===== src/rtl/rct_pkg.sv =====
package rct_pkg;
  // Cost each class carries out of reset.
  localparam int unsigned RCT_DEF_COST = 1;
  // Pool that absorbs every charge.
  localparam int unsigned RCT_GLOBAL_POOL = 0;
endpackage


===== src/rtl/rct_class_map.sv =====
module rct_class_map
  import rct_pkg::*;
#(
  parameter int unsigned NUM_ARCH = 16,
  parameter int unsigned PIDX_W   = 2,
  parameter int unsigned COST_W   = 3,
  parameter int unsigned REG_W    = 4,
  parameter int unsigned NUM_RD   = 6
)(
  input  logic                       clk,
  input  logic                       rst_n,
  input  logic                       wr_en,
  input  logic [REG_W-1:0]           wr_reg,
  input  logic [PIDX_W-1:0]          wr_pool,
  input  logic [COST_W-1:0]          wr_cost,
  input  logic [NUM_RD*REG_W-1:0]    rd_reg,
  output logic [NUM_RD*PIDX_W-1:0]   rd_pool,
  output logic [NUM_RD*COST_W-1:0]   rd_cost
);
  logic [PIDX_W-1:0] pool_q [NUM_ARCH];
  logic [COST_W-1:0] cost_q [NUM_ARCH];

  always_ff @(posedge clk or negedge rst_n) begin
    if (!rst_n) begin
      for (int i = 0; i < int'(NUM_ARCH); i++) begin
        pool_q[i] <= PIDX_W'(RCT_GLOBAL_POOL);
        cost_q[i] <= COST_W'(RCT_DEF_COST);
      end
    end else if (wr_en && (32'(wr_reg) < NUM_ARCH)) begin
      pool_q[wr_reg] <= wr_pool;
      cost_q[wr_reg] <= wr_cost;
    end
  end

  for (genvar r = 0; r < int'(NUM_RD); r++) begin : g_rd
    assign rd_pool[r*PIDX_W +: PIDX_W] = pool_q[rd_reg[r*REG_W +: REG_W]];
    assign rd_cost[r*COST_W +: COST_W] = cost_q[rd_reg[r*REG_W +: REG_W]];
  end
endmodule


===== src/rtl/rct_demand.sv =====
module rct_demand #(
  parameter int unsigned NUM_POOLS = 4,
  parameter int unsigned NUM_LANES = 2,
  parameter int unsigned PIDX_W    = 2,
  parameter int unsigned COST_W    = 3,
  parameter int unsigned SUM_W     = 8
)(
  input  logic [NUM_LANES-1:0]        lane_on,
  input  logic [NUM_LANES*PIDX_W-1:0] lane_pool,
  input  logic [NUM_LANES*COST_W-1:0] lane_cost,
  output logic [NUM_POOLS*SUM_W-1:0]  sum
);
  logic [SUM_W-1:0] cost_ext;

  always_comb begin
    sum      = '0;
    cost_ext = '0;
    for (int l = 0; l < int'(NUM_LANES); l++) begin
      if (lane_on[l]) begin
        cost_ext = SUM_W'(lane_cost[l*COST_W +: COST_W]);
        // Global pool always pays.
        sum[0 +: SUM_W] = sum[0 +: SUM_W] + cost_ext;
        for (int p = 1; p < int'(NUM_POOLS); p++) begin
          if (lane_pool[l*PIDX_W +: PIDX_W] == PIDX_W'(p))
            sum[p*SUM_W +: SUM_W] = sum[p*SUM_W +: SUM_W] + cost_ext;
        end
      end
    end
  end
endmodule


===== src/rtl/rct_pool_ctr.sv =====
module rct_pool_ctr #(
  parameter int unsigned CNT_W = 6,
  parameter int unsigned SUM_W = 8
)(
  input  logic             clk,
  input  logic             rst_n,
  input  logic [SUM_W-1:0] add,
  input  logic [SUM_W-1:0] sub,
  output logic [CNT_W-1:0] used,
  output logic             underflow
);
  localparam int unsigned TW = SUM_W + 1;

  logic [TW-1:0] gross;

  assign gross     = TW'(used) + TW'(add);
  assign underflow = gross < TW'(sub);

  always_ff @(posedge clk or negedge rst_n) begin
    if (!rst_n)         used <= '0;
    else if (underflow) used <= '0;
    else                used <= CNT_W'(gross - TW'(sub));
  end
endmodule


===== src/rtl/rename_credit_tracker.sv =====
module rename_credit_tracker
  import rct_pkg::*;
#(
  parameter int unsigned NUM_POOLS = 4,
  parameter int unsigned NUM_DST   = 2,
  parameter int unsigned NUM_ARCH  = 16,
  parameter int unsigned CNT_W     = 8,
  parameter int unsigned COST_W    = 3,
  parameter int unsigned POOL0_CAP = 64,
  localparam int unsigned PIDX_W   = (NUM_POOLS > 1) ? $clog2(NUM_POOLS) : 1,
  localparam int unsigned REG_W    = (NUM_ARCH > 1) ? $clog2(NUM_ARCH) : 1
)(
  input  logic                         clk,
  input  logic                         rst_n,
  input  logic                         cfg_map_we,
  input  logic [REG_W-1:0]             cfg_map_reg,
  input  logic [PIDX_W-1:0]            cfg_map_pool,
  input  logic [COST_W-1:0]            cfg_map_cost,
  input  logic                         cfg_cap_we,
  input  logic [PIDX_W-1:0]            cfg_cap_pool,
  input  logic [CNT_W-1:0]             cfg_cap_val,
  input  logic [NUM_DST-1:0]           alloc_vld,
  input  logic [NUM_DST-1:0]           alloc_skip,
  input  logic [NUM_DST*REG_W-1:0]     alloc_reg,
  input  logic [NUM_DST-1:0]           free_vld,
  input  logic [NUM_DST-1:0]           free_skip,
  input  logic [NUM_DST*REG_W-1:0]     free_reg,
  input  logic [NUM_DST-1:0]           qry_vld,
  input  logic [NUM_DST*REG_W-1:0]     qry_reg,
  output logic [NUM_POOLS-1:0]         qry_stall,
  output logic [NUM_POOLS*CNT_W-1:0]   used_cnt,
  output logic                         err_fatal,
  output logic                         err_underflow
);
  localparam int unsigned NUM_RD = 3 * NUM_DST;
  localparam int unsigned SUM_W  = CNT_W + $clog2(NUM_DST + 1) + 1;
  localparam int unsigned LP     = NUM_DST * PIDX_W;
  localparam int unsigned LC     = NUM_DST * COST_W;

  // Class lookup for all lanes: alloc, then free, then query.
  logic [NUM_RD*REG_W-1:0]  rd_reg;
  logic [NUM_RD*PIDX_W-1:0] rd_pool;
  logic [NUM_RD*COST_W-1:0] rd_cost;

  assign rd_reg = {qry_reg, free_reg, alloc_reg};

  rct_class_map #(
    .NUM_ARCH(NUM_ARCH), .PIDX_W(PIDX_W), .COST_W(COST_W),
    .REG_W(REG_W), .NUM_RD(NUM_RD)
  ) u_map (
    .clk     (clk),
    .rst_n   (rst_n),
    .wr_en   (cfg_map_we),
    .wr_reg  (cfg_map_reg),
    .wr_pool (cfg_map_pool),
    .wr_cost (cfg_map_cost),
    .rd_reg  (rd_reg),
    .rd_pool (rd_pool),
    .rd_cost (rd_cost)
  );

  // Per-pool demand of each lane group.
  logic [NUM_POOLS*SUM_W-1:0] add_flat;
  logic [NUM_POOLS*SUM_W-1:0] sub_flat;
  logic [NUM_POOLS*SUM_W-1:0] qsum_flat;
  logic [NUM_DST-1:0]         alloc_on;
  logic [NUM_DST-1:0]         free_on;

  assign alloc_on = alloc_vld & ~alloc_skip;
  assign free_on  = free_vld & ~free_skip;

  rct_demand #(
    .NUM_POOLS(NUM_POOLS), .NUM_LANES(NUM_DST), .PIDX_W(PIDX_W),
    .COST_W(COST_W), .SUM_W(SUM_W)
  ) u_dem_alloc (
    .lane_on   (alloc_on),
    .lane_pool (rd_pool[0 +: LP]),
    .lane_cost (rd_cost[0 +: LC]),
    .sum       (add_flat)
  );

  rct_demand #(
    .NUM_POOLS(NUM_POOLS), .NUM_LANES(NUM_DST), .PIDX_W(PIDX_W),
    .COST_W(COST_W), .SUM_W(SUM_W)
  ) u_dem_free (
    .lane_on   (free_on),
    .lane_pool (rd_pool[LP +: LP]),
    .lane_cost (rd_cost[LC +: LC]),
    .sum       (sub_flat)
  );

  rct_demand #(
    .NUM_POOLS(NUM_POOLS), .NUM_LANES(NUM_DST), .PIDX_W(PIDX_W),
    .COST_W(COST_W), .SUM_W(SUM_W)
  ) u_dem_qry (
    .lane_on   (qry_vld),
    .lane_pool (rd_pool[2*LP +: LP]),
    .lane_cost (rd_cost[2*LC +: LC]),
    .sum       (qsum_flat)
  );

  // Pool capacities; zero means no limit.
  logic [CNT_W-1:0]           cap_q [NUM_POOLS];
  logic [NUM_POOLS*CNT_W-1:0] cap_flat;

  always_ff @(posedge clk or negedge rst_n) begin
    if (!rst_n) begin
      for (int p = 0; p < int'(NUM_POOLS); p++)
        cap_q[p] <= (p == int'(RCT_GLOBAL_POOL)) ? CNT_W'(POOL0_CAP) : '0;
    end else if (cfg_cap_we) begin
      for (int p = 0; p < int'(NUM_POOLS); p++)
        if (cfg_cap_pool == PIDX_W'(p)) cap_q[p] <= cfg_cap_val;
    end
  end

  logic [NUM_POOLS-1:0] unf_hit;
  logic [NUM_POOLS-1:0] too_big;

  for (genvar p = 0; p < int'(NUM_POOLS); p++) begin : g_pool
    logic [SUM_W-1:0] req;
    logic [SUM_W:0]   need;
    logic             bounded;
    logic             asked;

    assign cap_flat[p*CNT_W +: CNT_W] = cap_q[p];

    rct_pool_ctr #(.CNT_W(CNT_W), .SUM_W(SUM_W)) u_ctr (
      .clk       (clk),
      .rst_n     (rst_n),
      .add       (add_flat[p*SUM_W +: SUM_W]),
      .sub       (sub_flat[p*SUM_W +: SUM_W]),
      .used      (used_cnt[p*CNT_W +: CNT_W]),
      .underflow (unf_hit[p])
    );

    assign req     = qsum_flat[p*SUM_W +: SUM_W];
    assign need    = (SUM_W+1)'(used_cnt[p*CNT_W +: CNT_W]) + (SUM_W+1)'(req);
    assign bounded = (cap_q[p] != '0);
    assign asked   = (req != '0);

    assign qry_stall[p] = asked && bounded && ((SUM_W+1)'(cap_q[p]) < need);
    assign too_big[p]   = asked && bounded && (SUM_W'(cap_q[p]) < req);
  end

  always_ff @(posedge clk or negedge rst_n) begin
    if (!rst_n) begin
      err_fatal     <= 1'b0;
      err_underflow <= 1'b0;
    end else begin
      if (|too_big) err_fatal     <= 1'b1;
      if (|unf_hit) err_underflow <= 1'b1;
    end
  end
endmodule


===== config.mk =====
export PLATFORM = sky130hd
export DESIGN_NAME = rename_credit_tracker
export DESIGN_NICKNAME = d
export VERILOG_FILES = /design/src/rtl/rct_pkg.sv /design/src/rtl/rct_class_map.sv /design/src/rtl/rct_demand.sv /design/src/rtl/rct_pool_ctr.sv /design/src/rtl/rename_credit_tracker.sv
export SDC_FILE = /design/constraint.sdc
export NUM_CORES = 1
export LEC_CHECK = 0
export ABC_AREA = 1
export BUFFER_PORTS_ARGS = -buffer_cell sky130_fd_sc_hd__buf_2
export CORE_ASPECT_RATIO = 1.25
export CORE_MARGIN = 8
export CORE_UTILIZATION = 45
export DETAILED_ROUTE_END_ITERATION = 16
export PLACE_DENSITY = 0.63
export SKIP_LAST_GASP = 1
export SLEW_MARGIN = 10
export SYNTH_ARGS = -nofsm -noshare
export SYNTH_HDL_FRONTEND = slang
export SYNTH_HIERARCHICAL = 1
export SYNTH_SLANG_ARGS = --single-unit

===== constraint.sdc =====
create_clock -name clk -period 5.51 [get_ports clk]
set_input_delay 0.8265 -clock clk [delete_from_list [all_inputs] [get_ports clk]]
set_output_delay 0.8265 -clock clk [all_outputs]
set_load 0.1 [all_outputs]

Yosys cells after proc, flatten, opt, wreduce, memory -nomap -nowiden
Cells that the tools add are included.
Storage, ports and cells
  bits in registers: 146
  latch bits: 0
  input port bits: 57
  logic and storage cells: 216
  memory bits (read-only): 0
  output and inout bits: 38
  memories kept: 0
  RAM bits: 0
Cells by class
  div/mod/pow operators: 0
  multiplexer cells: 70
  $lt $le $gt $ge: 20
  equality and inequality tests: 21
  bitwise logic cells: 11
  reductions and logical operators: 28
  multiply operators: 0
  add/sub/neg operators: 24
  shift operators: 0
Operator list (number)
  $mux W44: 6
  $add A11 B3 Y11: 12
  $mux W11: 9
  $add A8 B11 Y12: 8
  $bmux W3 S4: 6
  $mux W3: 22
  $bmux W2 S4: 6
  $bwmux W48: 1
  $lt A12 B11 Y1: 4
  $lt A8 B12 Y1: 4
  $lt A8 B11 Y1: 4
  $reduce_bool A11 Y1: 4
  $ge A5 B5 Y1 const B: 7
  $not A4 Y5: 7
  $bwmux W32: 1
  $mux W8: 4
  $reduce_bool A8 Y1: 4
  $sub A8 B8 Y8: 4
  $eq A2 B2 Y1 const B: 14
  $mux W2: 13
  $eq A2 B1 Y1 const B: 7
  $logic_and A1 B1 Y1: 13
  $demux W3 S4: 1
  $demux W2 S4: 1
  other kinds (6): 12

Logic depth before layout (Yosys ltp)
Gate-level depths: netlist of run 1.
  depth after elaboration: 14
  depth in mapped cells: 34
  mapped depth without buffers: 32

Hierarchy
Netlist of run 1, hierarchy kept.
Modules (own cells, without submodules)
  rct_class_map: instances 1, cells an instance 1398, seq. area each 2021.9 µm², area each 7639.8 µm²
  rename_credit_tracker: instances 1, cells an instance 790, seq. area each 852.1 µm², area each 4988.5 µm²
  rct_pool_ctr (g_pool[0].u_ctr ...): instances 2, cells an instance 164, seq. area each 200.2 µm², area each 1148.6 µm²
  rct_pool_ctr (g_pool[2].u_ctr ...): instances 2, cells an instance 161, seq. area each 200.2 µm², area each 1127.3 µm²
  rct_demand (u_dem_alloc ...): instances 2, cells an instance 163, seq. area each 0.0 µm², area each 913.4 µm²
  rct_demand (u_dem_free): instances 1, cells an instance 138, seq. area each 0.0 µm², area each 847.1 µm²

Worst setup path after synthesis of run 1
No wires, ideal clock.
  kind: input port to output port
  from: in qry_reg[0]
  to: out qry_stall[1]
  required time: 4683 ps
  buffers on the path: 2
  stages: 29
  slack: -832 ps
  arrival: 5516 ps
  cells stage by stage: clkbuf_1 -> inv_1 -> clkbuf_1 -> nand2_1 -> nand3_1 -> nand3_1 -> nand3_1 -> nand2_1 -> nand2_1 -> nor2_1 -> ha_1 -> fa_1 -> nand2_1 -> nand2_1 -> nand2_1 -> nand2_1 -> ha_1 -> nand2_1 -> inv_1 -> a21oi_2 -> xor2_1 -> ha_1 -> a21oi_1 -> o21ai_0 -> nand2_1 -> nand2_1 -> nand2_1 -> nand2_1 -> a21oi_1
On the way
  elaborated cells between the ends (all ways): 18
  classes of those cells: add/sub (2); order compare (1); eq/ne (1); mux (10); bitwise (1); reduce/logical (3)
RTL lines
  start: declaration: RTL line rename_credit_tracker.sv:29  | input logic [NUM_DST*REG_W-1:0] qry_reg,
  $not A4 Y5 (not written as such) *: RTL line rct_class_map.sv:37  | assign rd_cost[r*COST_W +: COST_W] = cost_q[rd_reg[r*REG_W +: REG_W]];
  $bmux W3 S4 *: RTL line rct_class_map.sv:37
  $mux W3 (not written as such) * (2 in series): RTL line rct_class_map.sv:37
  net rd_cost[12]: RTL line rename_credit_tracker.sv:43  | logic [NUM_RD*COST_W-1:0] rd_cost;
  $mux W3 *: RTL line rct_demand.sv:24  | if (lane_pool[l*PIDX_W +: PIDX_W] == PIDX_W'(p))
  $mux W44 *: RTL line rct_demand.sv:19  | if (lane_on[l]) begin
  $add A11 B3 Y11 *: RTL line rct_demand.sv:25  | sum[p*SUM_W +: SUM_W] = sum[p*SUM_W +: SUM_W] + cost_ext;
  $mux W11 *: RTL line rct_demand.sv:24
  $mux W44 *: RTL line rct_demand.sv:19
  net qsum_flat[13]: RTL line rename_credit_tracker.sv:65  | logic [NUM_POOLS*SUM_W-1:0] qsum_flat;
  $add A8 B11 Y12 or $reduce_bool A11 Y1 (tied branches): RTL line rename_credit_tracker.sv:137, rename_credit_tracker.sv:139
  $lt A8 B12 Y1 or $logic_and A1 B1 Y1 (tied branches): RTL line rename_credit_tracker.sv:141  | assign qry_stall[p] = asked && bounded && ((SUM_W+1)'(cap_q[p]) < need);
  $logic_and A1 B1 Y1 *: RTL line rename_credit_tracker.sv:141
  end: declaration: RTL line rename_credit_tracker.sv:30  | output logic [NUM_POOLS-1:0] qry_stall,
Mark *: on every way through the listed nets, which the timed path passes. The rest lies on a longest branch. The select of a mux whose other input is x is not followed.

Worst setup path after layout of run 1
  from: reg u_map/cost_q[21] in the netlist's numbering
  to: out qry_stall[1]
On the way
  elaborated cells between the ends (all ways): 16
  classes of those cells: add/sub (2); order compare (1); mux (10); reduce/logical (3)
RTL lines
  start: declaration: RTL line rct_class_map.sv:21  | logic [COST_W-1:0] cost_q [NUM_ARCH];
  start signal: indexed assignment: RTL line rct_class_map.sv:27  | cost_q[i] <= COST_W'(RCT_DEF_COST);
  start signal: indexed assignment: RTL line rct_class_map.sv:31  | cost_q[wr_reg] <= wr_cost;
  $bmux W3 S4 *: RTL line rct_class_map.sv:37
  $mux W3 (not written as such) * (2 in series): RTL line rct_class_map.sv:37
  net rd_cost[15]: RTL line rename_credit_tracker.sv:43
  $add A11 B3 Y11 *: RTL line rct_demand.sv:25
  $mux W11 *: RTL line rct_demand.sv:24
  $mux W44 *: RTL line rct_demand.sv:19
  net qsum_flat[12]: RTL line rename_credit_tracker.sv:65
  $add A8 B11 Y12 or $reduce_bool A11 Y1 (tied branches): RTL line rename_credit_tracker.sv:137, rename_credit_tracker.sv:139
  $lt A8 B12 Y1 or $logic_and A1 B1 Y1 (tied branches): RTL line rename_credit_tracker.sv:141
  $logic_and A1 B1 Y1 *: RTL line rename_credit_tracker.sv:141
Marks and branches as above.

==> impl_metrics.toml, run 1 <==
[final_layout]
area_delta_synth_final_pct = 17.6
drive_gt1_share_pct = 15.0
layout.nets = 3791
instances_no_fill = 4097
fillers = 4399

[logic_synthesis]
postSynthAreaPerCell_um2 = 6.01
syn_area_um2 = 19900
synth_top_area_share_pct = 21.6
yosysSeqAreaShare_pct = 18.5
synth_edf_count = 0
synthCells = 3302
ys_types = 43
ys.flop_type = "dfrtp_1"
synth.yosys.warnings = 6
synth_top_cell_by_area = "nand2_1"
synthArstFlopShare_pct = 100
synthTopCellsByArea = "nand2_1 22%, dfrtp_1 16%, nand3_1 13%"
synth-seq-cells = 146

[routing]
vias = 22200
routed_wl_um = 71700
viasPerCell = 5.42
drc = 0
wl_per_cell_um = 17.5
first_pass_iters = 6
drt_iter0_markers = 1797
ant_nets = 0

[job]
cap_violations = 0

[global_route]
grt_use_met2_pct = 47.8
grt_pass1_wl_um = 111000
antenna_found_initial = 2
grtUsageMet1_pct = 30.0
grt_pass1_vias = 21014
grtUsageMet3_pct = 4.16
grt_remaining_overflow = 0
grt_max_degree = 52
track_usage_pct = 27.0
top_usage_layer = "met2"

[timing]
setup_tns_ns = 0
layout_setup_ws_ns = 0.0943
drv_slew = 0
maxSlewHeadroom_pct = 50.3
finalSetupViolations = 0
hold_viol = 0
min_period_over_period_pct = 98.3
tightest_slew_ns = 0.741
fin_skew_ns = 0.0110
rsz0062_at_grt = "yes"
fmax_mhz = 185
min_period_ns = 5.42

[worst_setup_path]
arrival_ns = 4.59
worst_setup_path_end_kind = "output port"
slowest_stage = "dfstp_2"
cp-start-kind = "flip-flop"
reg2reg_slack_ns = 0.46
reg2reg_depth = 33
critical_path_class = "reg -> out"
path_delay_family = "adder cells"
slowest_delay_ns = 0.56
reg2reg_from = "u_map/cost_q[30]"
rr_endpoint = "g_pool[3].u_ctr/used[4]"
required_ns = 4.68
crit_buf_inv = 6
path_common_cell = "nand2_1"
worstPathMaxFanout = 5

[floorplanning]
fp-row-count = 86
die_y_um = 251
io_pins = 95
die-area_um2 = 51100
die_width_um = 204
core_area_um2 = 43800
initial_utilization_pct = 45.3

[clock_tree]
h-tree-depth = 4
cts_buffers = 17
clk_path_buf_depth = 2
postCtsHoldBufs = 0
clk_pin_slew_ns = 0.07
tritoncts = "yes"
cts_root_buf = "clkbuf_16"
clock_latency_ns = 0.47
clock_sinks = 146

[power]
p_leak_nw = 12.7
ir_worst_vdd_mv = 0.246
powerDensity_nw_per_um2 = 342
total_power_mw = 7.98

[placed_design]
hpwl_um = 57700
dpl.cell_count = 4043
gp_congestion = 0.981
port_buffers = 94
dp_slack_ns = -0.147

[status]
status = "complete, no violations"

[min_path]
worstHoldPathType = "in -> async"
-- cells by family (layout without fill, tap and decap cells) --
family,after synthesis,after routing,synth area share (%)
other,3,86,0.0567
DFF,146,146,18.5
adders and majority gates,224,224,15.0
buffers and inverters,637,777,13.7
xor gates and xnor gates,72,72,3.18
AOI/OAI and AO/OA,282,282,7.72
and+or+nand+nor,1938,1938,41.8
-- worst max path at each step --
stage	from	to	slack, ns	depth (start not counted)
floorplan	qry_reg[0]	qry_stall[0]	0.04	30
global placement	qry_reg[0]	qry_stall[0]	-0.08	33
detailed placement	qry_reg[0]	qry_stall[0]	-0.15	33
CTS	qry_reg[0]	qry_stall[1]	-0.02	29
global route	qry_reg[0]	qry_stall[1]	-0.11	30
finish	u_map/cost_q[21]	qry_stall[1]	0.09	27
-- registers in the layout, indices dropped and copies added (netlist names) --
| name | count |
|---|---|
| cap_flat | 32 |
| err_fatal | 1 |
| err_underflow | 1 |
| g_pool.u_ctr/used | 32 |
| u_map/cost_q | 48 |
| u_map/pool_q | 32 |
-- what timing repair did --
item,in CTS,in global routing
hold endpoints to repair,0,0
gates resized for setup,33,109
gates cloned,1,3
setup endpoints to repair,4,4
buffers inserted,4,12
pin swaps,5,45
-- cells in the final DEF (no fill, tap or decap), types with 9 or more instances in the layout --
cell type	count
clkbuf_16	20
conb_1	84
buf_4	172
inv_1	434
nand2_1	1114
ha_1	187
nor2_2	25
nor2_1	129
nand3_2	26
nor4_1	11
o21ai_1	28
o21ai_0	108
nand2_2	46
nor3_1	11
nand3_1	503
nand3b_1	9
buf_2	87
nand4_1	29
ha_4	12
inv_2	10
xor2_1	33
fa_1	19
a21oi_2	19
xnor2_1	37
dfstp_2	17
buf_12	18
dfrtp_1	129
a21oi_1	93
nor2_4	9
-- final cells by class --
cell class	instances	area (um2)	share of cell area, %
antenna	2	5.00	0.0214
tap	572	716	3.07
sequential	146	3670	15.7
inverter	457	1740	7.47
multi-input combinational	2600	14300	61.4
timing repair buffer	288	2270	9.73
clock buffer	18	439	1.88
clock inverter	14	166	0.713
-- synthesized netlist by cell type (33+ instances only) --
cell type	instances
nand2_1	1143
xnor2_1	39
xor2_1	33
a21oi_1	105
nor2_1	144
nand3_1	528
dfrtp_1	129
buf_4	86
o21ai_0	110
inv_1	444
clkbuf_1	92
ha_1	200
-- worst register-to-register path, delay by kind of cell (launching register included) --
family | cells | cell delay [ns]
AOI/OAI and AO/OA | 2 | 0.37
adders and majority gates | 4 | 1.12
and+or+nand+nor | 18 | 1.73
buffers and inverters | 8 | 0.98
xor gates and xnor gates | 1 | 0.19
DFF | 1 | 0.54
-- power breakdown --
group | switching [mW] | leakage [nW] | internal, mW
Clock | 0.537 | 0.294 | 0.693
Sequential | 0.234 | 1.81 | 1.33
Combinational | 3.35 | 10.6 | 1.83
Total | 4.12 | 12.7 | 3.85
-- routing by layer --
layer | wire (um) | vias to the layer above | share of wire [%]
met3 | 4540 | 248 | 6.3
met5 | 9 | - | 0.013
met4 | 4610 | 2 | 6.4
met2 | 35600 | 865 | 50
li1 | - | 10832 | -
met1 | 27000 | 10253 | 38
-- stage by stage --
step	instance area [um2]	hold WS, ns	utilization [%]
floorplan	20200	0.453	-
global placement	21900	0.460	50.0
detailed placement	21900	0.463	50.0
CTS	22700	0.282	51.9
global route	23300	0.313	53.3
finish	23300	0.289	53.3
(Power assumes the default switching activity.)
==> inputs of run 2 (changes only) <==
- ABC_AREA: 1 -> not set
- HOLD_SLACK_MARGIN: not set -> 0.15
- PLACE_DENSITY: 0.63 -> 0.64
==> run 2 against run 1 <==
Net effect:
- the run now ends with setup timing left
- die area decreased by 10%
- highest routed layer is now met4
- cell area decreased by 4.1%
- largest cell class unchanged
- sequential power increased by 10%
- flip-flop and latch count unchanged
- clock skew increased by 0.0046 ns
- sequential share of layout area increased by 0.68 points
- clock power about the same
- utilization increased by 4.2 points
==> impl_metrics.toml, run 2 <==
[final_layout]
area_delta_synth_final_pct = 26.7
regMostFlops = "u_map/cost_q"
seqCellArea_um2 = 3670
multi_input_area_um2 = 13500
final_core_util_pct = 57.5
final_common_cell = "buf_4"
instances_no_fill = 2668
layout.nets = 2438
antennaDiodeCount = 0
final_cell_mix = "356 x buf_4, 189 x ha_1, 129 x dfrtp_1"
fillers = 3384
drive_gt1_share_pct = 41.9
largest_reg_flops = 48

[logic_synthesis]
synth_top_area_share_pct = 18.3
synth_top_family_by_area = "multiplexers"
synthCells = 1711
synth_top_cell_by_area = "dfrtp_1"
synthAdderAreaFrac_pct = 16.9
synth.yosys.warnings = 6
synth-seq-cells = 146
synth_compound_area_share_pct = 13.0
synthArstFlopShare_pct = 100
synth_edf_count = 0
yosysSeqAreaShare_pct = 20.8
synth_common_cells = "200 x ha_1, 131 x inv_1, 129 x dfrtp_1, 120 x mux4_2, 115 x mux2_2"
synthXorXnorAreaFrac_pct = 3.57
postSynthAreaPerCell_um2 = 10.3
ys_types = 83
yosysMostFrequentCell = "ha_1"
yosys.area_share.simple_pct = 13.1
synth.mux.area_fraction_pct = 25.0
syn_area_um2 = 17700
ys.flop_type = "dfrtp_1"
synthTopCellsByArea = "dfrtp_1 18%, mux4_2 15%, ha_1 14%"

[routing]
first_pass_iters = 6
vias = 15585
drt_iter0_markers = 855
ant_nets = 0
wl_per_cell_um = 20.9
routed_wl_um = 55800
viasPerCell = 5.84
drc = 0

[global_route]
grt_pass1_wl_um = 86800
grt_remaining_overflow = 0
track_usage_pct = 24.5
antenna_found_initial = 0
grt_pass1_vias = 16176
grt_max_degree = 94

[worst_setup_path]
worstPathMaxFanout = 7
arrival_ns = 5.41
reg2reg_depth = 21
worst_setup_path_end_kind = "output port"
cp-start-kind = "input pin"
required_ns = 4.68
critical_path_class = "in -> out"

[placed_design]
dpl.cell_count = 2605
gp_congestion = 1.02
port_buffers = 94
hpwl_um = 45200

[status]
status = "complete, but fails checks"
violations = "setup timing"

[clock_tree]
clk_path_buf_depth = 2
cts_buffers = 17
tritoncts = "yes"
cts_root_buf = "clkbuf_16"
clock_sinks = 146
h-tree-depth = 4
clk_pin_slew_ns = 0.07
clock_latency_ns = 0.45

[floorplanning]
die_y_um = 237
io_pins = 95
die-area_um2 = 45900
core_area_um2 = 38900
initial_utilization_pct = 45.4
fp-row-count = 81
die_width_um = 193

[power]
ir_worst_vdd_mv = 0.234
total_power_mw = 8.34
p_leak_nw = 10.5
powerDensity_nw_per_um2 = 373

[timing]
setup_tns_ns = -2.79
layout_setup_ws_ns = -0.726
min_period_over_period_pct = 113
fin_skew_ns = 0.0155
rsz0062_at_grt = "yes"
hold_viol = 0
fmax_mhz = 160
whs_ns = 0.464
min_period_ns = 6.24
finalSetupViolations = 4
maxSlewHeadroom_pct = 40.0
tightest_slew_ns = 0.901
drv_slew = 0

[min_path]
worstHoldPathType = "in -> async"

[job]
cap_violations = 0
run 2: cell count changes after synthesis, sizes merged, moves of 27 or more:
cell    delta
nand2   -1096
mux4     +120
o21a      +31
inv      -320
mux2     +130
nand3    -444
clkbuf    -78
nor2      -84
a22oi     +30
a21oi     -27
nor2b     +33
o21ai     -75
run 2: final timing paths:
kind	startpoint	end	slack, ns
setup / recovery	qry_reg[4]	qry_stall[3]	-0.73
hold / removal	rst_n	u_map/cost_q[13]	0.46
setup reg to reg	u_map/pool_q[28]	g_pool[2].u_ctr/used[7]	0.09
hold reg to reg	err_underflow	err_underflow	0.54
max in group asynchronous	rst_n	g_pool[2].u_ctr/used[0]	3.77
min in group clk	err_underflow	err_underflow	0.54
run 2: area by class of cell:
cell class / instances / area share, %
Multi-Input combinational cell: 1392 / 60.1
Timing Repair Buffer: 469 / 15.8
Sequential cell: 146 / 16.4
Inverter: 131 / 2.20
Clock inverter: 15 / 0.766
Tap cell: 498 / 2.78
Clock buffer: 17 / 1.90
run 2: power by group:
group          total [mW]  leakage [nW]  switching [mW]  internal, mW
clock                1.21         0.290           0.530         0.680
sequential           1.72          1.77           0.361          1.36
combinational        5.42          8.39            2.87          2.55
run 2: routing by layer:
| metal | up-vias | wire length (um) | track usage, % |
|---|---|---|---|
| met5 | - | 0 | 0 |
| met4 | 0 | 3150 | 12.2 |
| met3 | 172 | 2960 | 3.97 |
| met2 | 545 | 28800 | 43.9 |
| met1 | 7660 | 20900 | 27.6 |
| li1 | 7208 | - | - |
run 2: kinds of logic (layout without fill, tap and decap cells):
logic type,after synthesis,count (layout)
AND/OR/NAND/NOR,407,407
buffers and inverters,254,632
AO/OA/AOI/OAI,336,336
other,3,84
XOR/XNOR,72,72
flip-flops,146,146
adder cells (fa/ha/maj),224,224
multiplexers,269,269
run 2: repair_timing:
item,CTS,global route
pin swaps,33,56
buffers inserted,13,15
gates resized for setup,47,70
gates cloned,0,3
endpoints found under the setup margin,22,31
hold buffers,0,0
run 2: metrics by stage:
stage                     instance area [um2]  setup WS, ns
after floorplan                         18100        -0.641
after global placement                  21100        -0.979
after detailed placement                21100         -1.00
after CTS                               22000        -0.662
after global routing                    22400        -0.965
final                                   22400        -0.726
run 2: worst max-delay path, stage by stage:
cell	delay [ns]
buf_2	0.16
buf_6	0.19
mux4_2	0.52
a22oi_2	0.28
nand3_2	0.23
ha_1	0.40
xor2_1	0.16
mux2i_1	0.21
ha_1	0.29
o21a_2	0.22
a211o_1	0.31
a21oi_2	0.17
nor2b_1	0.06
nor2_1	0.12
xor2_1	0.16
ha_1	0.26
and4b_1	0.19
o211ai_1	0.12
o22ai_2	0.14
a21oi_4	0.21
buf_12	0.19
==> inputs of run 3 (changes only) <==
- clock period: 5.51 -> 6.35 ns (I/O delays scaled with it)
==> run 3 against run 2 <==
Net effect:
- the run still ends with setup timing left
- flip-flop and latch count stayed put
- combinational power is 25% lower
- sequential share of layout area is 1.4 points higher
- die area stayed put
- final cell count is 7.2% lower
- wire length is 5.7% lower
- non-clock buffer count is 192 lower
- via count is 5.6% lower
- first-iteration DRC count is 1.3% lower
- worst hold slack better by 0.064 ns
- largest power group unchanged
==> impl_metrics.toml, run 3 (synthesis results as in run 2) <==
[status]
status = "complete, but fails checks"
violations = "setup timing"

[routing]
drc = 0
vias = 14713
drt_iter0_markers = 844
ant_nets = 0
wl_per_cell_um = 21.3
routed_wl_um = 52700
first_pass_iters = 5
viasPerCell = 5.94

[clock_tree]
cts_root_buf = "clkbuf_16"
clock_latency_ns = 0.45
cts_buffers = 17
clock_sinks = 146
clk_pin_slew_ns = 0.06
h-tree-depth = 4
clk_path_buf_depth = 2
postCtsHoldBufs = 0
tritoncts = "yes"

[worst_setup_path]
slowest_delay_ns = 0.50
crit_buf_inv = 5
path_delay_family = "compound AO/OA/AOI/OAI gates"
rr_endpoint = "err_underflow"
crit_path_cell_trace = "buf_8, buf_12, mux4_2, a22oi_2, nand3_2, buf_6, buf_6, nand4_1, fa_1, mux2i_2, ha_1, a211o_1, nand2_1, nand2b_1, a21oi_1, xor2_1, ha_1, a21o_1, a21o_1, a21oi_1, o22ai_2, a21oi_4, buf_12"
slowest_stage = "mux4_2"
critical_path_class = "in -> out"
worstPathMaxFanout = 7
reg2reg_slack_ns = 0.72
arrival_ns = 5.53
reg2reg_depth = 23
worst_setup_path_end_kind = "output port"
path_depth = 23
reg2reg_from = "u_map/pool_q[31]"
required_ns = 5.40
cp-start-kind = "input pin"

[global_route]
antenna_found_initial = 1
grt_pass1_vias = 15188
grt_pass1_wl_um = 82200
grt_remaining_overflow = 0
track_usage_pct = 23.2
grt_max_degree = 91

[final_layout]
layout.nets = 2246
largest_reg_flops = 48
antennaDiodeCount = 0
final_common_cell = "ha_1"
area_delta_synth_final_pct = 16.6
final_core_util_pct = 52.9
final_cell_mix = "193 x ha_1, 175 x buf_4, 129 x inv_1, 129 x dfrtp_1, 120 x mux4_2"
regMostFlops = "u_map/cost_q"
drive_gt1_share_pct = 33.7
fillers = 3500

[min_path]
whs_endpoint = "err_underflow"
worstHoldPathType = "reg -> reg"
hp-start = "err_underflow"
holdPathStages = 2

[power]
p_leak_nw = 9.40
powerDensity_nw_per_um2 = 323
ir_worst_vdd_mv = 0.199
total_power_mw = 6.65

[placed_design]
hpwl_um = 42600
dp_slack_ns = -0.472
gp_congestion = 1.02
port_buffers = 94

[timing]
fin_skew_ns = 0.0142
min_period_over_period_pct = 102
whs_ns = 0.527
tightest_slew_ns = 1.13
drv_slew = 0
maxSlewHeadroom_pct = 24.7
fmax_mhz = 154
min_period_ns = 6.48
hold_viol = 0
finalSetupViolations = 4
rsz0062_at_grt = "yes"
setup_tns_ns = -0.362
layout_setup_ws_ns = -0.134

[floorplanning]
io_pins = 95
initial_utilization_pct = 45.4
core_area_um2 = 38900
fp-row-count = 81
die-area_um2 = 45900
die_width_um = 193
die_y_um = 237

[job]
cap_violations = 0
run 3: cell count changes in the layout (fill, tap and decap cells not counted), sizes merged:
cell / before / now
bufinv: 2 / 1
clkinv: 4 / 2
clkinvlp: 2 / 5
buf: 467 / 276
inv: 138 / 134
clkbuf: 19 / 22
run 3: layout make-up:
cell class                 count  area, um2  share of cell area [%]
sequential                   146       3670                    17.8
inverter                     131        492                    2.39
clock buffer                  21        440                    2.14
timing repair buffer         277       1990                    9.69
multi-input combinational   1392      13300                    64.4
clock inverter                11        104                   0.504
tap                          498        623                    3.03
run 3: power by group:
part           total, mW  switching, mW  internal, mW
logic               4.09           2.22          1.88
registers           1.58          0.403          1.18
clock network      0.976          0.436         0.540
total               6.65           3.05          3.59
run 3: timing repair:
item / in CTS / in global routing
gates cloned: 0 / 0
pin swaps: 26 / 16
endpoints found under the setup margin: 4 / 4
gates resized for setup: 37 / 17
setup buffers: 7 / 6
run 3: tightest hold or removal path: cells and delay by family, from the launching register on:
kind,cells,cell delay (ns)
DFF,1,0.39
and+or+nand+nor,2,0.11
run 3: how the worst max path moves through the flow:
stage / start / end / slack [ns]
2_1_floorplan: qry_reg[0] / qry_stall[0] / -0.05
3_3_place_gp: qry_reg[4] / qry_stall[1] / -0.34
3_5_place_dp: qry_reg[4] / qry_stall[1] / -0.47
4_1_cts: qry_reg[0] / qry_stall[3] / -0.21
5_1_grt: qry_reg[0] / qry_stall[3] / -0.33
6_report: qry_reg[0] / qry_stall[3] / -0.13
run 3: layer usage:
layer	global-route usage, %	vias to the layer above	wire length (um)
met5	0	-	0
met1	26.6	7281	20500
met4	11.4	0	2570
met2	41.0	482	27000
met3	3.74	127	2570
li1	-	6823	-
run 3: metrics by stage:
step / instance area (um2) / cells
after detailed placement: 19700 / 2431
after CTS: 20500 / 2470
after global routing: 20600 / 2476
final: 20600 / 2476
after floorplan: 18100 / 1792
after global placement: 19700 / 2431
